File: config.mk
export PLATFORM = sky130hd
export DESIGN_NAME = clkgen_sync_top
export DESIGN_NICKNAME = d
export VERILOG_FILES = /design/src/rtl/clkgen_pkg.sv /design/src/rtl/clkgen_regs.sv /design/src/rtl/clkgen_presc.sv /design/src/rtl/clkgen_gate.sv /design/src/rtl/clkgen_sync_top.sv
export SDC_FILE = /design/constraint.sdc
export NUM_CORES = 1
export LEC_CHECK = 0
export BUFFER_PORTS_ARGS = -buffer_cell sky130_fd_sc_hd__buf_2
export CORE_MARGIN = 5
export CORE_UTILIZATION = 50
export DETAILED_ROUTE_END_ITERATION = 8
export PLACE_DENSITY = 0.72
export SETUP_SLACK_MARGIN = 0.05
export SLEW_MARGIN = 10
export SYNTH_ARGS = -nofsm -noshare
export SYNTH_HDL_FRONTEND = slang
export SYNTH_SLANG_ARGS = --single-unit
File: constraint.sdc
create_clock -name clk -period 1.76 [get_ports clk]
set_input_delay 0.264 -clock clk [delete_from_list [all_inputs] [get_ports clk]]
set_output_delay 0.264 -clock clk [all_outputs]
set_load 0.05 [all_outputs]
File: src/rtl/clkgen_pkg.sv
package clkgen_pkg;

    // Width of the divider select field; the prescaler counter spans 2^SELW bits.
    localparam int unsigned CG_SELW = 3;
    localparam int unsigned CG_PSW  = 1 << CG_SELW;

    typedef struct packed {
        logic                div;
        logic [CG_SELW-1:0]  sel;
    } div_cfg_t;

    localparam div_cfg_t CG_CFG_RESET = '{div: 1'b0, sel: '0};

    function automatic int unsigned cg_max(int unsigned a, int unsigned b);
        return (a > b) ? a : b;
    endfunction

    // True when a domain with this setting pulses on a main tick at count cnt.
    function automatic logic period_hit(logic [CG_PSW-1:0] cnt, div_cfg_t cfg);
        logic hit;
        hit = 1'b1;
        if (cfg.div) begin
            for (int b = 0; b < int'(CG_PSW); b++) begin
                if (b <= int'(cfg.sel) && !cnt[b]) begin
                    hit = 1'b0;
                end
            end
        end
        return hit;
    endfunction

endpackage

File: src/rtl/clkgen_regs.sv
module clkgen_regs
    import clkgen_pkg::*;
#(
    parameter int unsigned NSRC      = 4,
    parameter int unsigned NGRP      = 3,
    parameter int unsigned ND        = 4,
    parameter int unsigned NMOD      = 4,
    parameter int unsigned ADDRW     = 3,
    parameter int unsigned DATAW     = 4,
    parameter int unsigned SRCW      = 2,
    parameter int unsigned MASK_BASE = 4
) (
    input  logic                    clk,
    input  logic                    rst,
    input  logic                    wr_en,
    input  logic [ADDRW-1:0]        wr_addr,
    input  logic [DATAW-1:0]        wr_data,
    input  logic [NSRC-1:0]         src_ready,
    output logic [SRCW-1:0]         pend_src,
    output div_cfg_t [NGRP-1:0]     pend_cfg,
    output logic [ND*NMOD-1:0]      mod_on,
    output logic                    cfg_err
);

    logic src_ok;

    // Requested source must exist and be ready.
    always_comb begin
        src_ok = 1'b0;
        for (int s = 0; s < int'(NSRC); s++) begin
            if (wr_data[SRCW-1:0] == SRCW'(s)) begin
                src_ok = src_ready[s];
            end
        end
    end

    always_ff @(posedge clk) begin
        if (rst) begin
            pend_src <= '0;
            pend_cfg <= {NGRP{CG_CFG_RESET}};
            mod_on   <= '1;
            cfg_err  <= 1'b0;
        end else if (wr_en) begin
            if (wr_addr == ADDRW'(0)) begin
                if (src_ok) begin
                    pend_src <= wr_data[SRCW-1:0];
                end else begin
                    cfg_err <= 1'b1;
                end
            end
            for (int g = 0; g < int'(NGRP); g++) begin
                if (wr_addr == ADDRW'(1 + g)) begin
                    pend_cfg[g] <= div_cfg_t'(wr_data[CG_SELW:0]);
                end
            end
            for (int d = 0; d < int'(ND); d++) begin
                if (wr_addr == ADDRW'(MASK_BASE + d)) begin
                    mod_on[d*NMOD +: NMOD] <= wr_data[NMOD-1:0];
                end
            end
        end
    end

endmodule

File: src/rtl/clkgen_presc.sv
module clkgen_presc
    import clkgen_pkg::*;
#(
    parameter int unsigned NSRC = 4,
    parameter int unsigned NGRP = 3,
    parameter int unsigned SRCW = 2
) (
    input  logic                    clk,
    input  logic                    rst,
    input  logic [NSRC-1:0]         src_tick,
    input  logic [SRCW-1:0]         pend_src,
    input  div_cfg_t [NGRP-1:0]     pend_cfg,
    output logic                    main_tick,
    output logic [CG_PSW-1:0]       cnt,
    output div_cfg_t [NGRP-1:0]     act_cfg
);

    logic [SRCW-1:0] act_src;
    logic            commit;

    always_comb begin
        main_tick = 1'b0;
        for (int s = 0; s < int'(NSRC); s++) begin
            if (act_src == SRCW'(s)) begin
                main_tick = src_tick[s];
            end
        end
    end

    // Every divided period ends together when the count wraps.
    assign commit = main_tick && (&cnt);

    always_ff @(posedge clk) begin
        if (rst) begin
            act_src <= '0;
            act_cfg <= {NGRP{CG_CFG_RESET}};
            cnt     <= '0;
        end else if (main_tick) begin
            cnt <= cnt + 1'b1;
            if (commit) begin
                act_src <= pend_src;
                act_cfg <= pend_cfg;
            end
        end
    end

endmodule

File: src/rtl/clkgen_gate.sv
module clkgen_gate
    import clkgen_pkg::*;
#(
    parameter int unsigned ND   = 4,
    parameter int unsigned NMOD = 4,
    parameter int unsigned NGRP = 3
) (
    input  logic                    clk,
    input  logic                    rst,
    input  logic                    main_tick,
    input  logic [CG_PSW-1:0]       cnt,
    input  div_cfg_t [NGRP-1:0]     act_cfg,
    input  logic                    sleep_in,
    input  logic [ND*NMOD-1:0]      mod_on,
    output logic [ND-1:0]           dom_en,
    output logic [ND*NMOD-1:0]      mod_en
);

    logic [ND-1:0] hit;
    logic [ND-1:0] fire;

    // Domains 0 and 1 share group 0; peripheral bus k uses group k+1.
    for (genvar d = 0; d < int'(ND); d++) begin : g_dom
        localparam int unsigned GRP = (d < 2) ? 0 : d - 1;
        assign hit[d] = period_hit(cnt, act_cfg[GRP]);
    end

    assign fire = hit & {ND{main_tick & ~sleep_in}};

    always_ff @(posedge clk) begin
        if (rst) begin
            dom_en <= '0;
            mod_en <= '0;
        end else begin
            dom_en <= fire;
            for (int d = 0; d < int'(ND); d++) begin
                mod_en[d*NMOD +: NMOD] <= {NMOD{fire[d]}} & mod_on[d*NMOD +: NMOD];
            end
        end
    end

endmodule

File: src/rtl/clkgen_sync_top.sv
module clkgen_sync_top
    import clkgen_pkg::*;
#(
    parameter  int unsigned NSRC      = 4,
    parameter  int unsigned NPB       = 2,
    parameter  int unsigned NMOD      = 4,
    localparam int unsigned ND        = 2 + NPB,
    localparam int unsigned NGRP      = 1 + NPB,
    localparam int unsigned MASK_BASE = 1 + NGRP,
    localparam int unsigned ADDRW     = $clog2(MASK_BASE + ND),
    localparam int unsigned SRCW      = (NSRC > 1) ? $clog2(NSRC) : 1,
    localparam int unsigned DATAW     = cg_max(cg_max(NMOD, CG_SELW + 1), SRCW)
) (
    input  logic                 clk,
    input  logic                 rst,
    input  logic [NSRC-1:0]      src_tick,
    input  logic [NSRC-1:0]      src_ready,
    input  logic                 wr_en,
    input  logic [ADDRW-1:0]     wr_addr,
    input  logic [DATAW-1:0]     wr_data,
    input  logic                 sleep_in,
    output logic [ND-1:0]        dom_en,
    output logic [ND*NMOD-1:0]   mod_en,
    output logic                 cfg_err
);

    logic [SRCW-1:0]        pend_src;
    div_cfg_t [NGRP-1:0]    pend_cfg;
    div_cfg_t [NGRP-1:0]    act_cfg;
    logic [ND*NMOD-1:0]     mod_on;
    logic                   main_tick;
    logic [CG_PSW-1:0]      cnt;

    clkgen_regs #(
        .NSRC(NSRC), .NGRP(NGRP), .ND(ND), .NMOD(NMOD),
        .ADDRW(ADDRW), .DATAW(DATAW), .SRCW(SRCW), .MASK_BASE(MASK_BASE)
    ) regs_i (
        .clk(clk), .rst(rst),
        .wr_en(wr_en), .wr_addr(wr_addr), .wr_data(wr_data),
        .src_ready(src_ready),
        .pend_src(pend_src), .pend_cfg(pend_cfg),
        .mod_on(mod_on), .cfg_err(cfg_err)
    );

    clkgen_presc #(
        .NSRC(NSRC), .NGRP(NGRP), .SRCW(SRCW)
    ) presc_i (
        .clk(clk), .rst(rst),
        .src_tick(src_tick), .pend_src(pend_src), .pend_cfg(pend_cfg),
        .main_tick(main_tick), .cnt(cnt), .act_cfg(act_cfg)
    );

    clkgen_gate #(
        .ND(ND), .NMOD(NMOD), .NGRP(NGRP)
    ) gate_i (
        .clk(clk), .rst(rst),
        .main_tick(main_tick), .cnt(cnt), .act_cfg(act_cfg),
        .sleep_in(sleep_in), .mod_on(mod_on),
        .dom_en(dom_en), .mod_en(mod_en)
    );

endmodule

==> flow_metrics.py, run 1 <==
metrics = {
    "global_route": {
        "track_usage_pct": 17.88,
        "gr-total-overflow": 0,
        "antenna_found_initial": 0,
        "grt_pass1_wl_mm": 10.28,
        "grt_max_degree": 54,
        "grt_pass1_vias": 2173,
    },
    "worst_setup_path": {
        "reg2reg_to": "presc_i.act_cfg[4]",
        "path_max_fanout": 7,
        "critPathKind": "register to register",
        "reg2reg_depth": 4,
        "cp.required_ns": 1.97,
        "crit_path_top_delay_cell": "mux4_2",
        "cp-start-kind": "register",
        "reg2reg_from": "presc_i.act_src[0]",
        "slowest_delay_ns": 0.60,
        "path_cells": "mux4_2 -> nand3_2 -> mux2i_1 -> nor2_1",
        "end_kind": "register",
        "crit_arrival_ns": 1.84,
        "rrSetupSlack_ns": 0.13,
    },
    "synth": {
        "yosysTopAreaCell": "dfxtp_1",
        "synth_seq_area_share_pct": 50.37,
        "synth_edf_count": 0,
        "synth_cell_types": 37,
        "synthCells": 300,
        "synthArstFlopShare_pct": 0,
        "synth.most_common_cell": "dfxtp_1",
        "synth_fp_nets": 320,
        "synth_common_cells": "72 x dfxtp_1, 50 x nor2_1, 27 x nand2_1",
        "netlist_area_um2": 2861,
        "ys_seq_elements": 72,
        "synth_ff_type": "dfxtp_1",
        "synth.top_cell.area_share_pct": 50.37,
        "postSynthAreaPerCell_um2": 9.538,
        "synth.area.top_cells": "dfxtp_1 50%, mux2i_1 8.7%, nor2_1 6.6%, a211o_1 4.0%, nand2_1 3.5%",
        "ys.warnings.count": 0,
    },
    "finish": {
        "syn_to_final_growth_pct": 14.74,
        "fin_nets": 363,
        "drive_gt1_share_pct": 21.90,
        "diodes": 0,
        "final_util_pct": 59.26,
        "n_fill_cell": 522,
    },
    "timing": {
        "tightest_slew_ns": 0.7997,
        "fin_crit_sh_pct": 92.53,
        "post-route-min-period_ns": 1.629,
        "worst_slack_ns": 0.1315,
        "hold_violations": 0,
        "setup_viol": 0,
        "slew_headroom_pct": 46.69,
        "fmax_mhz": 614.1,
        "tns_ns": 0,
        "rsz0062_at_grt": "true",
        "drv_slew": 0,
        "whs_ns": 0.2737,
        "worst_clock_skew_ns": 0.007675,
    },
    "routing": {
        "avgViaCountPerCell": 5.248,
        "drcViolationCount": 0,
        "wl_mm": 6.092,
        "drtIter0Drc": 134,
        "post_drt_wl_per_cell_um": 14.54,
        "via_count": 2199,
        "drtAntennaViolNets": 0,
        "drtPass1Iterations": 4,
    },
    "clock_network": {
        "cts_sinks": 72,
        "h-tree-depth": 3,
        "cts_root_buf": "clkbuf_8",
        "cts.hold.buffers_added": 0,
        "clock_insertion_delay_worst_skew_ns": 0.34,
        "clk_path_buf_depth": 2,
        "numCtsBuffers": 9,
        "cts_setup_buffers": 0,
        "tritoncts": "yes",
        "clk_pin_slew_ns": 0.08,
        "ctsResizeCount": 0,
    },
    "floorplanning": {
        "die_height_um": 85.65,
        "die_x_um": 85.65,
        "fp.coreArea_um2": 5540,
        "io_pins": 40,
        "start_util_pct": 51.65,
        "die_area_um2": 7336,
        "num_rows": 27,
    },
    "power_and_ir_drop": {
        "p_total_uw": 3101,
        "leakage_uw": 0.001441,
        "vdd_drop_max_mv": 0.4909,
        "p_per_area_nw_per_um2": 944.7,
    },
    "min_path": {
        "hold_start": "wr_data[3]",
        "hp-class": "input port to register",
        "hold_path_depth": 2,
        "whs_endpoint": "regs_i.mod_on[3]",
    },
    "placed_design": {
        "port_buffers": 39,
        "place_hpwl_mm": 4.153,
        "gp_congestion": 0.8021,
        "place_ws_ns": 0.07425,
    },
    "job": {
        "cap_violations": 0,
    },
    "status": {
        "status": "complete, no violations",
    },
}
-- flip-flops by register name, indices dropped and copies added (netlist names), 2 cells and up --
name,flops
regs_i.pend_cfg,12
presc_i.cnt,8
presc_i.act_src,2
gate_i.dom_en,3
regs_i.pend_src,2
regs_i.mod_on,16
presc_i.act_cfg,12
gate_i.mod_en,16
-- worst max-delay path, delay by kind of cell (launching register included) --
family | cells | cell delay (ns)
flops | 1 | 0.36
mux | 2 | 0.82
simple gates | 2 | 0.31
-- cell type report --
cell class | instances | area, µm² | area share [%]
repair buffers | 47 | 255.2 | 7.774
multi-input cells | 208 | 1306 | 39.79
inverters | 5 | 18.77 | 0.5716
clock buffers | 10 | 137.6 | 4.192
clock inverters | 5 | 33.78 | 1.029
flip-flops and latches | 72 | 1441 | 43.90
well taps | 72 | 90.09 | 2.744
-- worst max-delay path by stage --
stage,startpoint,end,slack [ns],depth (start not counted)
floorplan,presc_i.act_src[0],gate_i.mod_en[0],0.17,7
global placement,presc_i.act_src[0],gate_i.mod_en[2],0.14,4
detailed placement,presc_i.act_src[0],gate_i.mod_en[4],0.07,4
CTS,presc_i.act_src[0],gate_i.mod_en[4],0.07,4
global route,presc_i.act_src[0],presc_i.cnt[6],0.04,5
finish,presc_i.act_src[0],presc_i.act_cfg[4],0.13,4
-- logic make-up after synthesis --
group	after synthesis	share of synthesized area [%]
adders and majority gates	1	0.4372
DFF	72	50.37
and+or+nand+nor	133	22.91
muxes	27	10.32
AOI/OAI and AO/OA	40	9.750
xor gates and xnor gates	6	1.836
buffers and inverters	21	4.372
-- through the flow --
stage                     cell area [µm²]  instances
after floorplan                      2861        300
after global placement               3100        403
after detailed placement             3100        403
after CTS                            3272        418
after global routing                 3283        419
final                                3283        419
-- metal layers --
| layer | vias up | GRT usage (%) | part of all wire [%] |
|---|---|---|---|
| met2 | 53 | 28.53 | 46 |
| li1 | 1107 | - | - |
| met3 | 6 | 3.842 | 4.1 |
| met5 | - | 0 | 0 |
| met4 | 0 | 9.209 | 1.5 |
| met1 | 1033 | 22.73 | 48 |
-- report_power, final --
group,total [µW],internal [µW],leakage (µW),switching (µW)
logic,276,92.1,0.000772,184
clock network,1140,539,0.0000841,599
registers,1690,1670,0.000585,16.0
total,3100,2300,0.00144,799
-- cell usage in the layout (no fill, tap or decap), drive strengths merged, types with 2 or more instances in the layout --
master    instances
nor3             20
nand3             2
and2              2
nand4             3
dfxtp            72
clkinv            3
nand2            27
xor2              4
mux2i            25
a21oi            11
o21a              3
xnor2             2
a211o            16
mux4              2
o21ai             7
inv               5
nor2             52
clkinvlp          2
buf              47
clkbuf           10
a21boi            3
nand2b            5
and3              2
nor2b            15
(Power assumes the default switching activity.)
==> run 2: changes to the inputs <==
BUFFER_PORTS_ARGS = default   (was -buffer_cell sky130_fd_sc_hd__buf_2)
CORE_ASPECT_RATIO = 1.75   (was default)
DONT_BUFFER_PORTS = 1   (was default)
PLACE_DENSITY = 0.66   (was 0.72)
==> flow_metrics.py, run 2 (synthesis gave the netlist of run 1 again) <==
metrics = {
    "floorplanning": {
        "die_height_um": 110.1,
        "start_util_pct": 51.23,
        "die_area_um2": 7395,
        "num_rows": 36,
        "fp.coreArea_um2": 5585,
        "io_pins": 40,
        "die_x_um": 67.19,
    },
    "routing": {
        "wl_mm": 5.963,
        "drtIter0Drc": 71,
        "drcViolationCount": 0,
        "via_count": 2009,
        "avgViaCountPerCell": 5.273,
        "post_drt_wl_per_cell_um": 15.65,
        "drtAntennaViolNets": 0,
        "drtPass1Iterations": 4,
    },
    "power_and_ir_drop": {
        "p_clk_share_pct": 41.0,
        "p_per_area_nw_per_um2": 1035,
        "switching_share_pct": 23.51,
        "internal-power_uw": 2463,
        "vdd_drop_max_mv": 0.7085,
        "combPwrFrac_pct": 4.5,
        "leakage_uw": 0.001267,
        "seqPwrFrac_pct": 54.5,
        "p_sw_uw": 756.9,
    },
    "global_route": {
        "grt_max_degree": 38,
        "track_usage_pct": 18.45,
        "gr-total-overflow": 0,
        "antenna_found_initial": 0,
        "grt_pass1_wl_mm": 9.936,
        "grt_pass1_vias": 2046,
    },
    "timing": {
        "tightest_slew_ns": 0.5750,
        "fin_crit_sh_pct": 90.90,
        "rsz0062_at_grt": "false",
        "setup_viol": 0,
        "slew_headroom_pct": 61.67,
        "whs_ns": 0.01682,
        "worst_clock_skew_ns": 0.003266,
        "drv_slew": 0,
        "tns_ns": 0,
        "hold_violations": 0,
        "fmax_mhz": 625.1,
        "post-route-min-period_ns": 1.600,
    },
    "worst_setup_path": {
        "cp.required_ns": 1.99,
        "slowest_delay_ns": 0.59,
        "crit_path_end": "presc_i.act_cfg[8]",
        "critPathKind": "register to register",
        "crit_path_top_delay_cell": "mux4_2",
        "path_depth": 4,
        "cp-start-kind": "register",
        "path_delay_family": "multiplexers",
        "path_max_fanout": 14,
        "path_cells": "mux4_2 -> nand3_4 -> mux2i_1 -> nor2_1",
        "rrSetupSlack_ns": 0.16,
        "crit_arrival_ns": 1.83,
        "reg2reg_depth": 4,
        "end_kind": "register",
        "cp-startpoint": "presc_i.act_src[0]",
        "reg2reg_from": "presc_i.act_src[0]",
        "reg2reg_to": "presc_i.act_cfg[8]",
        "worstPathBufferInverterCount": 0,
    },
    "finish": {
        "diodes": 0,
        "final_common_cell": "dfxtp_1",
        "drive_gt1_share_pct": 11.48,
        "syn_to_final_growth_pct": 8.745,
        "fin_nets": 320,
        "final_util_pct": 55.71,
        "final_cell_mix": "72 x dfxtp_1, 50 x nor2_1, 27 x nand2_1, 25 x mux2i_1, 19 x nor3_1",
        "largestRegisters": "gate_i.mod_en (16), regs_i.mod_on (16)",
    },
    "job": {
        "cap_violations": 0,
    },
    "clock_network": {
        "clk_path_buf_depth": 2,
        "cts_root_buf": "clkbuf_8",
        "h-tree-depth": 3,
        "clk_pin_slew_ns": 0.07,
        "cts_setup_buffers": 0,
        "numCtsBuffers": 9,
        "clock_insertion_delay_worst_skew_ns": 0.34,
        "tritoncts": "yes",
        "cts_sinks": 72,
    },
    "placed_design": {
        "gp_congestion": 0.8072,
        "port_buffers": 0,
        "place_hpwl_mm": 4.134,
    },
    "min_path": {
        "hp-class": "input port to register",
    },
    "status": {
        "status": "complete, no violations",
    },
}
==> run 2: cell types whose count changed in the layout (fill, tap and decap cells not counted) <==
cell       change
a21oi_1        -1
a21oi_2        +1
buf_12         +1
buf_2         -39
buf_4          -4
bufinv_16      +1
clkbuf_8       +1
clkinv_4       -1
nand3_2        -1
==> run 2: worst min-delay path by stage <==
stage | start | endpoint | slack (ns) | depth (start not counted)
global placement | rst | presc_i.act_cfg[7] | 0.34 | 1
finish | rst | regs_i.mod_on[10] | 0.02 | 1
global route | rst | regs_i.mod_on[12] | 0.0009 | 1
floorplan | wr_data[2] | regs_i.mod_on[10] | 0.38 | 1
CTS | rst | regs_i.mod_on[12] | 0.002 | 1
detailed placement | rst | regs_i.pend_cfg[11] | 0.35 | 1
==> run 2: timing repair <==
action                                  4_1_cts  5_1_grt
endpoints found under the hold margin        37        0
hold buffers                                  1        0
resized for setup                             0        2
endpoints found under the setup margin        0       16
==> run 2: final cells by class <==
type | instances | area (µm²)
repair buffers | 5 | 50.05
clock inverters | 5 | 55.05
multi-input cells | 207 | 1300
flip-flops and latches | 72 | 1441
fillers | 540 | 2474
well taps | 76 | 95.09
inverters | 5 | 18.77
clock buffers | 11 | 151.4
==> run 2: power groups by stage <==
| stage | registers, µW | clock network (µW) | logic [µW] |
|---|---|---|---|
| floorplan | 1790 | 0 | 129 |
| global placement | 1790 | 0 | 124 |
| detailed placement | 1790 | 0 | 127 |
| CTS | 1760 | 1350 | 145 |
| global route | 1760 | 1430 | 163 |
| finish | 1760 | 1320 | 144 |
==> run 2: layer usage <==
layer / global-route usage [%] / share of wire (%)
met5: 0 / 0
met4: 7.983 / 1.9
met3: 6.288 / 4.3
met2: 31.60 / 55
met1: 20.32 / 39
==> run 2: metrics by stage <==
stage | cells | power (µW) | cell area [µm²] | worst slack, ns
floorplan | 300 | 1921 | 2861 | 0.1674
global placement | 364 | 1918 | 2880 | 0.09990
detailed placement | 364 | 1921 | 2880 | 0.09123
CTS | 381 | 3252 | 3107 | 0.07384
global route | 381 | 3349 | 3112 | 0.08546
finish | 381 | 3220 | 3112 | 0.1602
==> run 3: changes to the inputs <==
REMOVE_ABC_BUFFERS = 1   (was default)
==> flow_metrics.py, run 3 (synthesis gave the netlist of run 1 again) <==
metrics = {
    "power_and_ir_drop": {
        "internal-power_uw": 2528,
        "leakage_uw": 0.001273,
        "vdd_drop_max_mv": 0.6828,
        "p_clk_share_pct": 42.1,
        "switching_share_pct": 22.97,
        "seqPwrFrac_pct": 53.6,
        "p_sw_uw": 754.0,
        "p_per_area_nw_per_um2": 1055,
        "combPwrFrac_pct": 4.3,
    },
    "worst_setup_path": {
        "worstPathBufferInverterCount": 1,
        "path_depth": 5,
        "slowest_delay_ns": 0.40,
        "reg2reg_to": "presc_i.cnt[7]",
        "rrSetupSlack_ns": 0.18,
        "path_max_fanout": 8,
        "reg2reg_depth": 5,
        "critPathKind": "register to register",
        "crit_arrival_ns": 1.85,
        "cp.required_ns": 2.04,
        "crit_path_end": "presc_i.cnt[7]",
        "cp-startpoint": "presc_i.act_src[0]",
        "crit_path_top_delay_cell": "mux4_2",
        "path_delay_family": "simple AND/OR/NAND/NOR gates",
        "end_kind": "register",
        "path_cells": "mux4_2 -> buf_4 -> nand4_2 -> or3_1 -> a21oi_1",
        "reg2reg_from": "presc_i.act_src[0]",
        "cp-start-kind": "register",
    },
    "floorplanning": {
        "die_area_um2": 7395,
        "die_height_um": 110.1,
        "num_rows": 36,
        "io_pins": 40,
        "start_util_pct": 51.23,
        "die_x_um": 67.19,
        "fp.coreArea_um2": 5585,
    },
    "clock_network": {
        "cts_root_buf": "clkbuf_8",
        "h-tree-depth": 3,
        "numCtsBuffers": 9,
        "cts_sinks": 72,
        "clk_path_buf_depth": 2,
        "clock_insertion_delay_worst_skew_ns": 0.34,
        "tritoncts": "yes",
        "clk_pin_slew_ns": 0.07,
    },
    "status": {
        "status": "complete, no violations",
    },
    "global_route": {
        "top_usage_layer": "met2",
        "use_met1_pct": 19.83,
        "grt.met3_usage_pct": 5.680,
        "track_usage_pct": 18.78,
        "grt_pass1_wl_mm": 10.18,
        "antenna_found_initial": 0,
        "grt_max_degree": 38,
        "gr-usage-met2_pct": 33.22,
        "grt_pass1_vias": 2101,
        "gr-total-overflow": 0,
    },
    "placed_design": {
        "gp_congestion": 0.7515,
        "place_hpwl_mm": 4.140,
        "port_buffers": 0,
    },
    "timing": {
        "whs_ns": 0.01775,
        "drv_slew": 0,
        "tns_ns": 0,
        "fmax_mhz": 634.8,
        "worst_clock_skew_ns": 0.009012,
        "hold_violations": 0,
        "slew_headroom_pct": 44.78,
        "post-route-min-period_ns": 1.575,
        "rsz0062_at_grt": "false",
        "tightest_slew_ns": 0.8282,
        "fin_crit_sh_pct": 89.51,
        "setup_viol": 0,
    },
    "routing": {
        "drtIter0Drc": 99,
        "drcViolationCount": 0,
        "wl_mm": 6.011,
        "avgViaCountPerCell": 5.371,
        "via_count": 2041,
        "drtAntennaViolNets": 0,
        "post_drt_wl_per_cell_um": 15.82,
        "drtPass1Iterations": 4,
    },
    "finish": {
        "final_common_cell": "dfxtp_1",
        "diodes": 0,
        "largestRegisters": "gate_i.mod_en (16), regs_i.mod_on (16)",
        "drive_gt1_share_pct": 10.53,
        "n_fill_cell": 539,
        "syn_to_final_growth_pct": 8.745,
        "final_cell_mix": "72 x dfxtp_1, 50 x nor2_1, 27 x nand2_1, 25 x mux2i_1, 19 x nor3_1",
        "fin_nets": 320,
    },
    "job": {
        "cap_violations": 0,
    },
    "min_path": {
        "hp-class": "input port to register",
        "hold_path_depth": 1,
    },
}
==> run 3: cell count changes in the layout (fill, tap and decap cells not counted), sizes merged <==
cell | before | now
clkinvlp | 2 | 0
bufinv | 1 | 2
clkbuf | 11 | 10
clkinv | 2 | 3
==> run 3: power groups by stage <==
stage,sequential (µW),clock [µW],combinational [µW]
6_report,1760,1380,141
5_1_grt,1760,1490,162
4_1_cts,1760,1410,142
3_5_place_dp,1800,0,124
3_3_place_gp,1800,0,121
2_1_floorplan,1800,0,90.1
==> run 3: through the flow <==
stage                     cell area (µm²)  worst slack [ns]  total power, µW  instances  util, %
after global routing                 3112           0.06550             3415        380    55.71
final                                3112            0.1846             3282        380    55.71
after CTS                            3112            0.1613             3314        380    55.71
after detailed placement             2880           0.07319             1919        364    51.57
after floorplan                      2755            0.2173             1886        284        -
after global placement               2880            0.1503             1916        364    51.57
==> run 3: how the worst min path moves through the flow <==
stage	slack, ns	startpoint	end
after CTS	0.003	rst	regs_i.mod_on[12]
after global placement	0.34	rst	presc_i.cnt[7]
after global routing	0.002	rst	regs_i.mod_on[6]
final	0.02	rst	regs_i.mod_on[0]
after floorplan	0.33	rst	presc_i.cnt[7]
after detailed placement	0.35	rst	presc_i.cnt[7]
==> run 3: final cells by class <==
class	instances	area [µm²]	area share (%)
Multi-Input combinational cell	207	1296	41.66
Tap cell	76	95.09	3.056
Sequential cell	72	1441	46.32
Timing Repair Buffer	5	50.05	1.608
Clock buffer	10	127.6	4.101
Clock inverter	5	82.58	2.654
Inverter	5	18.77	0.6031
==> run 3: metal layers <==
layer	vias to the layer above	routed length, µm
li1	1016	-
met4	0	87
met3	8	321
met2	47	3172
met1	970	2431
met5	-	0
==> run 3: worst reg2reg max path: stages (launching register included) <==
cell     delay (ns)
dfxtp_1        0.33
mux4_2         0.40
buf_4          0.19
nand4_2        0.13
or3_1          0.33
a21oi_1        0.14
==> run 3: what timing repair did <==
item	4_1_cts	5_1_grt
resized for setup	1	0
setup buffers	0	0
setup endpoints to repair	1	0
hold endpoints to repair	37	0
hold buffers	1	0
